**src/rtl/dir_pkg.sv**
```systemverilog
// Shared encodings for the directory coherence controller.
// Assumes a two-bit request opcode and a two-bit response kind.
package dir_pkg;

    // Request opcodes; any opcode with bit 1 set is an eviction.
    typedef enum logic [1:0] {
        OP_READ  = 2'd0,
        OP_WRITE = 2'd1,
        OP_EVICT = 2'd2
    } op_e;

    // Response kinds returned to the requesting cache.
    typedef enum logic [1:0] {
        RK_SHARED = 2'd0,
        RK_EXCL   = 2'd1,
        RK_EVICT  = 2'd2
    } rk_e;

    // Transaction engine states.
    typedef enum logic [2:0] {
        S_IDLE,
        S_DECIDE,
        S_WB,
        S_INV,
        S_MEMWAIT
    } st_e;

endpackage

```
**src/rtl/dir_table.sv**
```systemverilog
// Directory storage: one presence vector, one dirty flag and one busy flag
// per memory block. Assumes a single writer of entry state (the engine).
// Reads are combinational; writes take effect on the next edge.
module dir_table #(
    parameter int NCACHE = 4,
    parameter int NBLK   = 8,
    parameter int BW     = 3
) (
    input  logic              clk,
    input  logic              rst_n,
    input  logic [BW-1:0]     rd_blk,
    output logic [NCACHE-1:0] rd_pres,
    output logic              rd_dirty,
    input  logic [BW-1:0]     rq_blk,
    output logic              rq_busy,
    input  logic              wr_en,
    input  logic [BW-1:0]     wr_blk,
    input  logic [NCACHE-1:0] wr_pres,
    input  logic              wr_dirty,
    input  logic              busy_set,
    input  logic [BW-1:0]     busy_set_blk,
    input  logic              busy_clr,
    input  logic [BW-1:0]     busy_clr_blk
);

    logic [NCACHE-1:0] pres  [NBLK];
    logic              dirty [NBLK];
    logic              busy  [NBLK];

    // Entry state update: reset clears all, else apply write and busy changes.
    always_ff @(posedge clk) begin
        if (!rst_n) begin
            for (int i = 0; i < NBLK; i++) begin
                pres[i]  <= '0;
                dirty[i] <= 1'b0;
                busy[i]  <= 1'b0;
            end
        end else begin
            if (wr_en) begin
                pres[wr_blk]  <= wr_pres;
                dirty[wr_blk] <= wr_dirty;
            end
            if (busy_set) busy[busy_set_blk] <= 1'b1;
            if (busy_clr) busy[busy_clr_blk] <= 1'b0;
        end
    end

    // Combinational read ports for the engine and the request gate.
    always_comb begin
        rd_pres  = pres[rd_blk];
        rd_dirty = dirty[rd_blk];
        rq_busy  = busy[rq_blk];
    end

endmodule

```
**src/rtl/dir_mem.sv**
```systemverilog
// Behavioural backing memory with a fixed read latency of LAT cycles.
// Word i resets to INIT_BASE + i. Writes land on the next edge; the engine
// never reads and writes in the same cycle. Assumes LAT >= 1.
module dir_mem #(
    parameter int NBLK      = 8,
    parameter int DW        = 8,
    parameter int BW        = 3,
    parameter int LAT       = 2,
    parameter int INIT_BASE = 160
) (
    input  logic          clk,
    input  logic          rst_n,
    input  logic          we,
    input  logic [BW-1:0] waddr,
    input  logic [DW-1:0] wdata,
    input  logic          rd_go,
    input  logic [BW-1:0] raddr,
    output logic          rd_done,
    output logic [DW-1:0] rd_data
);

    logic [DW-1:0] mem [NBLK];
    logic          stg_vld [LAT];
    logic [DW-1:0] stg_dat [LAT];

    // Array write port, with the reset pattern loaded on reset.
    always_ff @(posedge clk) begin
        if (!rst_n) begin
            for (int i = 0; i < NBLK; i++) mem[i] <= DW'(INIT_BASE + i);
        end else if (we) begin
            mem[waddr] <= wdata;
        end
    end

    // First latency stage: capture the addressed word.
    always_ff @(posedge clk) begin
        if (!rst_n) begin
            stg_vld[0] <= 1'b0;
            stg_dat[0] <= '0;
        end else begin
            stg_vld[0] <= rd_go;
            stg_dat[0] <= mem[raddr];
        end
    end

    // Remaining latency stages, one register per extra cycle.
    for (genvar s = 1; s < LAT; s++) begin : g_stage
        always_ff @(posedge clk) begin
            if (!rst_n) begin
                stg_vld[s] <= 1'b0;
                stg_dat[s] <= '0;
            end else begin
                stg_vld[s] <= stg_vld[s-1];
                stg_dat[s] <= stg_dat[s-1];
            end
        end
    end

    assign rd_done = stg_vld[LAT-1];
    assign rd_data = stg_dat[LAT-1];

endmodule

```
**src/rtl/dir_inv_track.sv**
```systemverilog
// Acknowledgement tracker for one invalidation round. On load it records
// the caches that were sent an invalidation and counts them. Each later ack
// from a recorded cache decrements the count once. Acks from other caches
// are dropped. done is high when nothing is outstanding.
module dir_inv_track #(
    parameter int NCACHE = 4,
    parameter int NW     = 3
) (
    input  logic              clk,
    input  logic              rst_n,
    input  logic              load,
    input  logic [NCACHE-1:0] targets,
    input  logic [NCACHE-1:0] ack,
    output logic [NW-1:0]     cnt,
    output logic              done
);

    logic [NCACHE-1:0] pend;
    logic [NCACHE-1:0] hits;

    // Population count of a cache mask.
    function automatic logic [NW-1:0] popc(input logic [NCACHE-1:0] v);
        logic [NW-1:0] r;
        r = '0;
        for (int i = 0; i < NCACHE; i++) r = r + NW'(v[i]);
        return r;
    endfunction

    assign hits = ack & pend;

    // Load a new round or retire acknowledged caches.
    always_ff @(posedge clk) begin
        if (!rst_n) begin
            pend <= '0;
            cnt  <= '0;
        end else if (load) begin
            pend <= targets;
            cnt  <= popc(targets);
        end else begin
            pend <= pend & ~hits;
            cnt  <= cnt - popc(hits);
        end
    end

    assign done = (cnt == '0);

endmodule

```
**src/rtl/dir_ctrl.sv**
```systemverilog
// Full-map directory coherence controller (top). Serves one request at a
// time: read miss, write ownership or eviction. It recalls a dirty line
// from its owner before serving another cache. It invalidates only the
// recorded sharers and grants ownership once all of them have acknowledged.
// Assumes caches acknowledge each invalidation exactly once and an owner
// answers a writeback request exactly once.
module dir_ctrl
    import dir_pkg::*;
#(
    parameter int NCACHE    = 4,
    parameter int NBLK      = 8,
    parameter int DW        = 8,
    parameter int MEM_LAT   = 2,
    parameter int INIT_BASE = 160
) (
    input  logic                                  clk,
    input  logic                                  rst_n,
    input  logic                                  req_valid,
    output logic                                  req_ready,
    input  logic [1:0]                            req_op,
    input  logic [((NCACHE>1)?$clog2(NCACHE):1)-1:0] req_src,
    input  logic [((NBLK>1)?$clog2(NBLK):1)-1:0]  req_blk,
    input  logic [DW-1:0]                         req_data,
    output logic                                  resp_valid,
    output logic [1:0]                            resp_kind,
    output logic [((NCACHE>1)?$clog2(NCACHE):1)-1:0] resp_dst,
    output logic [((NBLK>1)?$clog2(NBLK):1)-1:0]  resp_blk,
    output logic [DW-1:0]                         resp_data,
    output logic [NCACHE-1:0]                     inv_valid,
    output logic [((NBLK>1)?$clog2(NBLK):1)-1:0]  inv_blk,
    input  logic [NCACHE-1:0]                     inv_ack,
    output logic                                  wb_valid,
    output logic [((NCACHE>1)?$clog2(NCACHE):1)-1:0] wb_dst,
    output logic [((NBLK>1)?$clog2(NBLK):1)-1:0]  wb_blk,
    input  logic                                  wb_ack,
    input  logic [DW-1:0]                         wb_data
);

    localparam int CW = (NCACHE > 1) ? $clog2(NCACHE) : 1;
    localparam int BW = (NBLK > 1) ? $clog2(NBLK) : 1;
    localparam int NW = $clog2(NCACHE + 1);

    st_e               state, nxt;
    logic [1:0]        op_q;
    logic [CW-1:0]     src_q;
    logic [BW-1:0]     blk_q;
    logic [DW-1:0]     data_q;

    logic [NCACHE-1:0] tbl_pres;
    logic              tbl_dirty;
    logic              rq_busy;
    logic              tbl_we;
    logic [NCACHE-1:0] wr_pres;
    logic              wr_dirty;
    logic              bset, bclr;

    logic              mem_we;
    logic [DW-1:0]     mem_wdata;
    logic              rd_go, rd_done;
    logic [DW-1:0]     rd_data;

    logic              inv_load;
    logic [NW-1:0]     trk_cnt;
    logic              trk_done;

    logic [NCACHE-1:0] src_oh;
    logic [NCACHE-1:0] targets;
    logic [CW-1:0]     owner;
    logic              own_other, own_self;
    logic              resp_set;
    logic [1:0]        kind_n;
    logic [NCACHE-1:0] inv_q;

    // Index of the lowest set bit; the owner when the entry is dirty.
    function automatic logic [CW-1:0] first_set(input logic [NCACHE-1:0] v);
        logic [CW-1:0] r;
        r = '0;
        for (int i = NCACHE - 1; i >= 0; i--) if (v[i]) r = CW'(i);
        return r;
    endfunction

    dir_table #(.NCACHE(NCACHE), .NBLK(NBLK), .BW(BW)) u_table (
        .clk          (clk),
        .rst_n        (rst_n),
        .rd_blk       (blk_q),
        .rd_pres      (tbl_pres),
        .rd_dirty     (tbl_dirty),
        .rq_blk       (req_blk),
        .rq_busy      (rq_busy),
        .wr_en        (tbl_we),
        .wr_blk       (blk_q),
        .wr_pres      (wr_pres),
        .wr_dirty     (wr_dirty),
        .busy_set     (bset),
        .busy_set_blk (req_blk),
        .busy_clr     (bclr),
        .busy_clr_blk (blk_q)
    );

    dir_mem #(.NBLK(NBLK), .DW(DW), .BW(BW), .LAT(MEM_LAT),
              .INIT_BASE(INIT_BASE)) u_mem (
        .clk     (clk),
        .rst_n   (rst_n),
        .we      (mem_we),
        .waddr   (blk_q),
        .wdata   (mem_wdata),
        .rd_go   (rd_go),
        .raddr   (blk_q),
        .rd_done (rd_done),
        .rd_data (rd_data)
    );

    dir_inv_track #(.NCACHE(NCACHE), .NW(NW)) u_track (
        .clk     (clk),
        .rst_n   (rst_n),
        .load    (inv_load),
        .targets (targets),
        .ack     (inv_ack),
        .cnt     (trk_cnt),
        .done    (trk_done)
    );

    // Entry-derived decode for the block under service.
    always_comb begin
        src_oh    = NCACHE'(1) << src_q;
        targets   = tbl_pres & ~src_oh;
        owner     = first_set(tbl_pres);
        own_other = tbl_dirty && (owner != src_q);
        own_self  = tbl_dirty && (owner == src_q);
    end

    assign req_ready = (state == S_IDLE) && !rq_busy;

    // Next-state and per-cycle control strobes of the engine.
    always_comb begin
        nxt       = state;
        tbl_we    = 1'b0;
        wr_pres   = tbl_pres;
        wr_dirty  = tbl_dirty;
        bset      = 1'b0;
        bclr      = 1'b0;
        mem_we    = 1'b0;
        mem_wdata = data_q;
        rd_go     = 1'b0;
        inv_load  = 1'b0;
        resp_set  = 1'b0;
        kind_n    = RK_SHARED;
        unique case (state)
            S_IDLE: begin
                if (req_valid && req_ready) begin
                    bset = 1'b1;
                    nxt  = S_DECIDE;
                end
            end
            S_DECIDE: begin
                if (op_q[1]) begin
                    mem_we   = own_self;
                    tbl_we   = 1'b1;
                    wr_pres  = tbl_pres & ~src_oh;
                    wr_dirty = own_other;
                    bclr     = 1'b1;
                    resp_set = 1'b1;
                    kind_n   = RK_EVICT;
                    nxt      = S_IDLE;
                end else if (own_other) begin
                    nxt = S_WB;
                end else if (op_q == OP_WRITE) begin
                    inv_load = 1'b1;
                    if (targets == '0) begin
                        rd_go = 1'b1;
                        nxt   = S_MEMWAIT;
                    end else begin
                        nxt = S_INV;
                    end
                end else begin
                    rd_go = 1'b1;
                    nxt   = S_MEMWAIT;
                end
            end
            S_WB: begin
                if (wb_ack) begin
                    mem_we    = 1'b1;
                    mem_wdata = wb_data;
                    tbl_we    = 1'b1;
                    wr_dirty  = 1'b0;
                    nxt       = S_DECIDE;
                end
            end
            S_INV: begin
                if (trk_done) begin
                    rd_go = 1'b1;
                    nxt   = S_MEMWAIT;
                end
            end
            S_MEMWAIT: begin
                if (rd_done) begin
                    tbl_we   = 1'b1;
                    bclr     = 1'b1;
                    resp_set = 1'b1;
                    if (op_q == OP_WRITE) begin
                        wr_pres  = src_oh;
                        wr_dirty = 1'b1;
                        kind_n   = RK_EXCL;
                    end else begin
                        wr_pres  = tbl_pres | src_oh;
                        wr_dirty = 1'b0;
                        kind_n   = RK_SHARED;
                    end
                    nxt = S_IDLE;
                end
            end
            default: nxt = S_IDLE;
        endcase
    end

    // State, request capture and registered response/invalidation outputs.
    always_ff @(posedge clk) begin
        if (!rst_n) begin
            state      <= S_IDLE;
            op_q       <= '0;
            src_q      <= '0;
            blk_q      <= '0;
            data_q     <= '0;
            resp_valid <= 1'b0;
            resp_kind  <= '0;
            resp_dst   <= '0;
            resp_blk   <= '0;
            resp_data  <= '0;
            inv_q      <= '0;
        end else begin
            state <= nxt;
            if (state == S_IDLE && req_valid && req_ready) begin
                op_q   <= req_op;
                src_q  <= req_src;
                blk_q  <= req_blk;
                data_q <= req_data;
            end
            resp_valid <= resp_set;
            if (resp_set) begin
                resp_kind <= kind_n;
                resp_dst  <= src_q;
                resp_blk  <= blk_q;
                resp_data <= (state == S_DECIDE) ? '0 : rd_data;
            end
            inv_q <= inv_load ? targets : '0;
        end
    end

    assign inv_valid = inv_q;
    assign inv_blk   = blk_q;
    assign wb_valid  = (state == S_WB);
    assign wb_dst    = owner;
    assign wb_blk    = blk_q;

endmodule

```
**config.mk**
```make
export PLATFORM = sky130hd
export DESIGN_NAME = dir_ctrl
export DESIGN_NICKNAME = d
export VERILOG_FILES = /design/src/rtl/dir_pkg.sv /design/src/rtl/dir_table.sv /design/src/rtl/dir_mem.sv /design/src/rtl/dir_inv_track.sv /design/src/rtl/dir_ctrl.sv
export SDC_FILE = /design/constraint.sdc
export NUM_CORES = 1
export LEC_CHECK = 0
export ABC_CLOCK_PERIOD_IN_PS = 5500
export BUFFER_PORTS_ARGS = -buffer_cell sky130_fd_sc_hd__buf_2
export CORE_ASPECT_RATIO = 0.8
export CORE_MARGIN = 8
export CORE_UTILIZATION = 55
export DETAILED_ROUTE_END_ITERATION = 7
export HOLD_SLACK_MARGIN = 0.02
export PLACE_DENSITY = 0.74
export SLEW_MARGIN = 20
export SYNTH_ARGS = -nofsm -noshare
export SYNTH_HDL_FRONTEND = slang
export SYNTH_SLANG_ARGS = --single-unit
```
**constraint.sdc**
```tcl
create_clock -name clk -period 5.5 [get_ports clk]
set_input_delay 0.825 -clock clk [delete_from_list [all_inputs] [get_ports clk]]
set_output_delay 0.825 -clock clk [all_outputs]
set_load 0.01 [all_outputs]
```
**Word level (Yosys, flattened, before mapping)**

Memories as Yosys holds them, arrays and structs flattened. A register that Yosys moved wholly into a read port is not among the register bits.
Index checks and enable logic that the tools add are counted.
Widths: inputs -> output; s select.

- Bitwise logic cells: 10
- Muxes and demuxes: 88
- Shift-type cells: 1
- Reductions and logical operators: 17
- $add $sub $neg: 7
- Equal/unequal tests: 11

Operator list:

| cell | count |
|---|---|
| $mux 3 | 20 |
| $mux 8 | 6 |
| $mux 1 | 44 |
| $mux 4 | 5 |
| $pmux 3 s5 | 1 |
| $add 3x1->3 | 4 |
| $and 4x4->4 | 3 |
| $mux 2 | 5 |
| $not 4->4 | 2 |
| $pmux 4 s2 | 1 |
| $reduce_or 8->1 | 1 |
| $eq 3x2->1 const B | 2 |
| $logic_and 1x1->1 | 6 |
| $logic_not 3->1 | 2 |
| $pmux 1 s2 | 3 |
| $pmux 1 s3 | 2 |
| $add 1x1->2 | 2 |
| $logic_not 4->1 | 1 |
| $ne 2x1->1 const B | 2 |
| $ne 2x2->1 const B | 2 |
| $or 1x1->1 | 4 |
| $or 4x4->4 | 1 |
| $pmux 2 s2 | 1 |
| $reduce_and 4->1 | 1 |
| 11 further kinds | 13 |

- Logic and storage cells: 153
- Memories kept: 6
- Register bits: 45
- RAM bits: 130
- Input bits: 31
- Output and inout bits: 30

Memory list:

| memory | depth | width | rd ports | clocked after Yosys merged registers in | write ports | line | text |
|---|---|---|---|---|---|---|---|
| u_mem.mem | 8 | 8 | 1 | 1 | 8 | dir_mem.sv:22 | `logic [DW-1:0] mem [NBLK];` |
| u_table.pres | 8 | 4 | 1 | 1 | 8 | dir_table.sv:26 | `logic [NCACHE-1:0] pres [NBLK];` |
| u_mem.stg_dat | 2 | 8 | 2 | 0 | 2 | dir_mem.sv:24 | `logic [DW-1:0] stg_dat [LAT];` |
| u_table.busy | 8 | 1 | 1 | 0 | 8 | dir_table.sv:28 | `logic busy [NBLK];` |
| u_table.dirty | 8 | 1 | 1 | 1 | 8 | dir_table.sv:27 | `logic dirty [NBLK];` |
| u_mem.stg_vld | 2 | 1 | 2 | 0 | 2 | dir_mem.sv:23 | `logic stg_vld [LAT];` |

**Logic depth before layout (Yosys ltp)**

- Depth in word-level cells: 13
- Gate-level depth with buffers: 10
- Gate-level depth less buffers: 9

**Modules after synthesis**

Synthesis repeated with hierarchy kept, for this count alone.

- Cells, all modules: 678
- Area, all modules: 8076.5 µm²

Modules (own cells, without submodules):

| module | area an instance (µm²) | cells an instance | times used |
|---|---|---|---|
| dir_mem | 3437.0 | 223 | 1 |
| dir_table | 2294.7 | 174 | 1 |
| dir_ctrl | 1854.3 | 229 | 1 |
| dir_inv_track | 490.5 | 52 | 1 |

**Worst setup path before layout**

Ideal clock, no wire load.

- Kind: reg-to-reg
- Start point: register (tool-made name)
- End point: memory u_mem.mem[7][0], enable pin
- Library setup time: 0.387 ns
- Path buffers: 2
- Cell stages (with the launch flop): 9
- Period minus slack after synthesis: 3.404 ns
- Arrival time: 3.017 ns
- Path slack: 2.096 ns
- Cell sequence: dfxtp_1 -> clkbuf_1 -> buf_2 -> mux4_2 -> mux2i_1 -> nand4_1 -> a311oi_4 -> nor2_1 -> o31ai_1

RTL lines:

| element | line |
|---|---|
| to (decl) | dir_mem.sv:22 |

==> summary.json <==
{
  "finish": {
    "post_route_cells_drive_above_1_share_pct": 19.4,
    "n_antenna_cell": 0,
    "syn2layout_area_growth_pct": 11.9,
    "final_net_count": 812,
    "nFillCells": 1141
  },
  "route": {
    "route.antenna.remaining_nets": 0,
    "drt_iter0_markers": 736,
    "detail_route.wirelength_um": 21000,
    "remaining_drcs": 0,
    "drt-vias-per-instance": 6.30,
    "detailedRoute.firstPassIterationCount": 5,
    "route.vias.total": 6132,
    "wire_per_inst_um": 21.5
  },
  "clock_network": {
    "hold_fix_buffer_count_after_cts": 0,
    "cts-buffers-inserted": 17,
    "cts.root.buffer_cell": "sky130_fd_sc_hd__clkbuf_16",
    "cts_setup_buffers": 0,
    "cts.sinks": 178,
    "cts_max_level": 4,
    "cts-resized-gates": 0,
    "cts_tree": "yes",
    "path_clk_slew_ns": 0.07,
    "clk_path_buf_depth": 2,
    "clock_insertion_delay_worst_skew_ns": 0.44
  },
  "power": {
    "p_clk_share_pct": 32.4,
    "total_leakage_power_nw": 3.20,
    "power.density_cell_area_mw_per_mm2": 399,
    "seqPwrFrac_pct": 45.4,
    "comb_power_share_pct": 22.2,
    "sw_frac_of_total_pct": 33.8,
    "p_total_mw": 3.67,
    "worst_ir_drop_vdd_uv": 257,
    "internal_power_mw": 2.43,
    "p_sw_mw": 1.24
  },
  "grt": {
    "grt_max_degree": 50,
    "grt_met1_usage_pct": 30.1,
    "gr-total-overflow": 0,
    "grt_use_met2_pct": 33.5,
    "global_route_wire_length_before_repair_um": 33200,
    "gr-max-usage-layer": "met2",
    "first_global_vias": 5877,
    "track_usage_pct": 22.3,
    "grt_antenna_before_repair": 0,
    "use_met3_pct": 7.13
  },
  "sta": {
    "holdWs_ns": 0.432,
    "timing.clock.skew_ns": 0.0132,
    "layout_min_cycle_time_ns": 4.03,
    "timing.slew.headroom_pct": 25.9,
    "fin_setup_tns_ns": 0,
    "fmax_mhz": 248,
    "final_max_slew_viol_count": 0,
    "rsz_0062_raised_after_global_routing": "false",
    "final-setup-viol-count": 0,
    "final_hold_viol_count": 0,
    "min_period_over_period_pct": 73.2,
    "worstMarginPinSlew_ns": 1.11
  },
  "floorplan": {
    "starting_utilization_of_the_core_area_pct": 55.4,
    "die-area_sq_mm": 0.0191,
    "core.rowCount": 40,
    "io_pins": 61,
    "coreArea_sq_mm": 0.0148,
    "fp.dieW_um": 153,
    "die_y_extent_um": 125
  },
  "yosys": {
    "syn-instance-count": 730,
    "biggest_area_contributors_in_the_synthesized_netlist": "sky130_fd_sc_hd__edfxtp_1 (35%), sky130_fd_sc_hd__dfxtp_1 (20%), sky130_fd_sc_hd__mux4_2 (7.7%), sky130_fd_sc_hd__mux2i_1 (4.0%), sky130_fd_sc_hd__nor2_1 (4.0%)",
    "ys_warn_count": 0,
    "async_reset_ff_share_pct": 0,
    "synth_most_common_cell": "sky130_fd_sc_hd__edfxtp_1",
    "synth_top_area_cell": "sky130_fd_sc_hd__edfxtp_1",
    "netlist-cell-type-count": 62,
    "synth_top_area_share_pct": 35.1,
    "synth-main-ff-cell": "sky130_fd_sc_hd__edfxtp_1",
    "post_synth_instance_area_sq_mm": 0.00821,
    "count_of_flip_flops_with_a_built_in_enable_after_synthesis": 96,
    "seq_area_frac_synth_pct": 55.1,
    "synth_nets": 771,
    "ys_seq_elements": 178,
    "synth.avg_cell_area_sq_um": 11.3,
    "top_cells_by_instance_count_after_synthesis": "sky130_fd_sc_hd__edfxtp_1 (96), sky130_fd_sc_hd__nor2_1 (88), sky130_fd_sc_hd__dfxtp_1 (82)"
  },
  "worst_setup_path": {
    "critical_path_class": "reg -> reg",
    "critical_path_at_ns": 4.09,
    "critPathMaxFanout": 17,
    "endpoint_kind": "flip-flop",
    "timing.critical_path.required_ns": 5.56,
    "timing.reg2reg.worst_path_depth": 6,
    "critPathLaunchType": "flip-flop"
  },
  "hold_path": {
    "timing.hold.worst_path_depth": 1,
    "timing.hold.worst.class": "reg -> reg"
  },
  "run_status": {
    "status": "completed"
  },
  "place": {
    "hpwlAfterDp_um": 15200,
    "port_buffers": 60,
    "gp_congestion": 0.915
  },
  "job": {
    "timing.max_cap.violations": 0
  }
}
[metrics by stage]
step           setup slack (ns)  std cells  cell area (sq um)  util (%)
5_1_grt                    1.19        973               9190      62.0
3_3_place_gp               1.64        941               8610      58.1
3_5_place_dp               1.48        941               8610      58.1
6_report                   1.47        973               9190      62.0
2_1_floorplan              2.10        730               8210         -
4_1_cts                    1.48        973               9190      62.0
[sequential cells by signal (all words and copies together) (netlist names), 4 cells and up, named ones only]
signal	flops
u_mem.stg_dat	16
u_table.dirty	8
data_q	8
inv_valid	4
u_track.pend	4
resp_data	8
u_table.busy	8
u_table.pres	32
u_mem.mem	64
[final timing paths]
| path | from | slack (ns) | end |
|---|---|---|---|
| setup reg to reg | flip-flop | 1.47 | u_mem.mem[1][2]$_SDFFCE_PN0P_ |
| hold / removal | u_mem.stg_dat[0][3]$_SDFF_PN0_ | 0.43 | u_mem.stg_dat[1][3]$_SDFF_PN0_ |
| hold reg to reg | u_mem.stg_dat[0][3]$_SDFF_PN0_ | 0.43 | u_mem.stg_dat[1][3]$_SDFF_PN0_ |
| setup / recovery | flip-flop | 1.47 | u_mem.mem[1][2]$_SDFFCE_PN0P_ |
[worst max-delay path, stage by stage, from the launching register on]
cell and delay, ns:
sky130_fd_sc_hd__dfxtp_1 0.93, sky130_fd_sc_hd__mux4_2 0.43, sky130_fd_sc_hd__mux2i_2 0.38, sky130_fd_sc_hd__nor2_1 0.24, sky130_fd_sc_hd__a311oi_4 0.47, sky130_fd_sc_hd__nor2_1 0.28
sky130_fd_sc_hd__o41ai_2 0.91
[metal layers]
metal	routed length, um	vias up	part of all wire, %
met2	9380	393	45
li1	-	2785	-
met1	8700	2923	42
met5	0	-	0
met4	341	0	1.6
met3	2540	31	12
[layout by cell type, fill, tap and decap left out, types with 17 or more instances in the layout]
master,instances
sky130_fd_sc_hd__o21ai_0,38
sky130_fd_sc_hd__buf_2,60
sky130_fd_sc_hd__dfxtp_1,80
sky130_fd_sc_hd__mux2i_1,33
sky130_fd_sc_hd__o211ai_1,17
sky130_fd_sc_hd__nand3_1,32
sky130_fd_sc_hd__a21oi_1,64
sky130_fd_sc_hd__mux4_2,28
sky130_fd_sc_hd__clkbuf_16,17
sky130_fd_sc_hd__nor2_1,88
sky130_fd_sc_hd__edfxtp_1,96
sky130_fd_sc_hd__nand2_1,69
[logic make-up after synthesis]
kind of cell | count (synthesis) | share of synthesized area, %
simple gates | 253 | 14.3
flops | 178 | 55.1
compound gates | 166 | 13.1
mux | 66 | 12.4
buf+inv | 55 | 2.91
fa+ha+maj | 10 | 1.89
xor+xnor | 2 | 0.213
[layout make-up]
class | count | area [sq um] | area share, %
sequential | 178 | 4530 | 49.3
multi-input combinational | 497 | 3450 | 37.5
clock buffer | 17 | 425 | 4.63
timing repair buffer | 68 | 360 | 3.92
tap | 189 | 236 | 2.57
clock inverter | 15 | 159 | 1.73
inverter | 9 | 33.8 | 0.368
[power groups by stage]
stage	combinational (mW)	sequential [mW]	clock, mW
after CTS	0.811	1.66	1.19
after floorplan	0.687	1.57	0
after detailed placement	0.805	1.69	0
after global placement	0.780	1.68	0
final	0.815	1.67	1.19
after global routing	0.891	1.68	1.25
No activity file was read; power rests on OpenSTA's default activity.
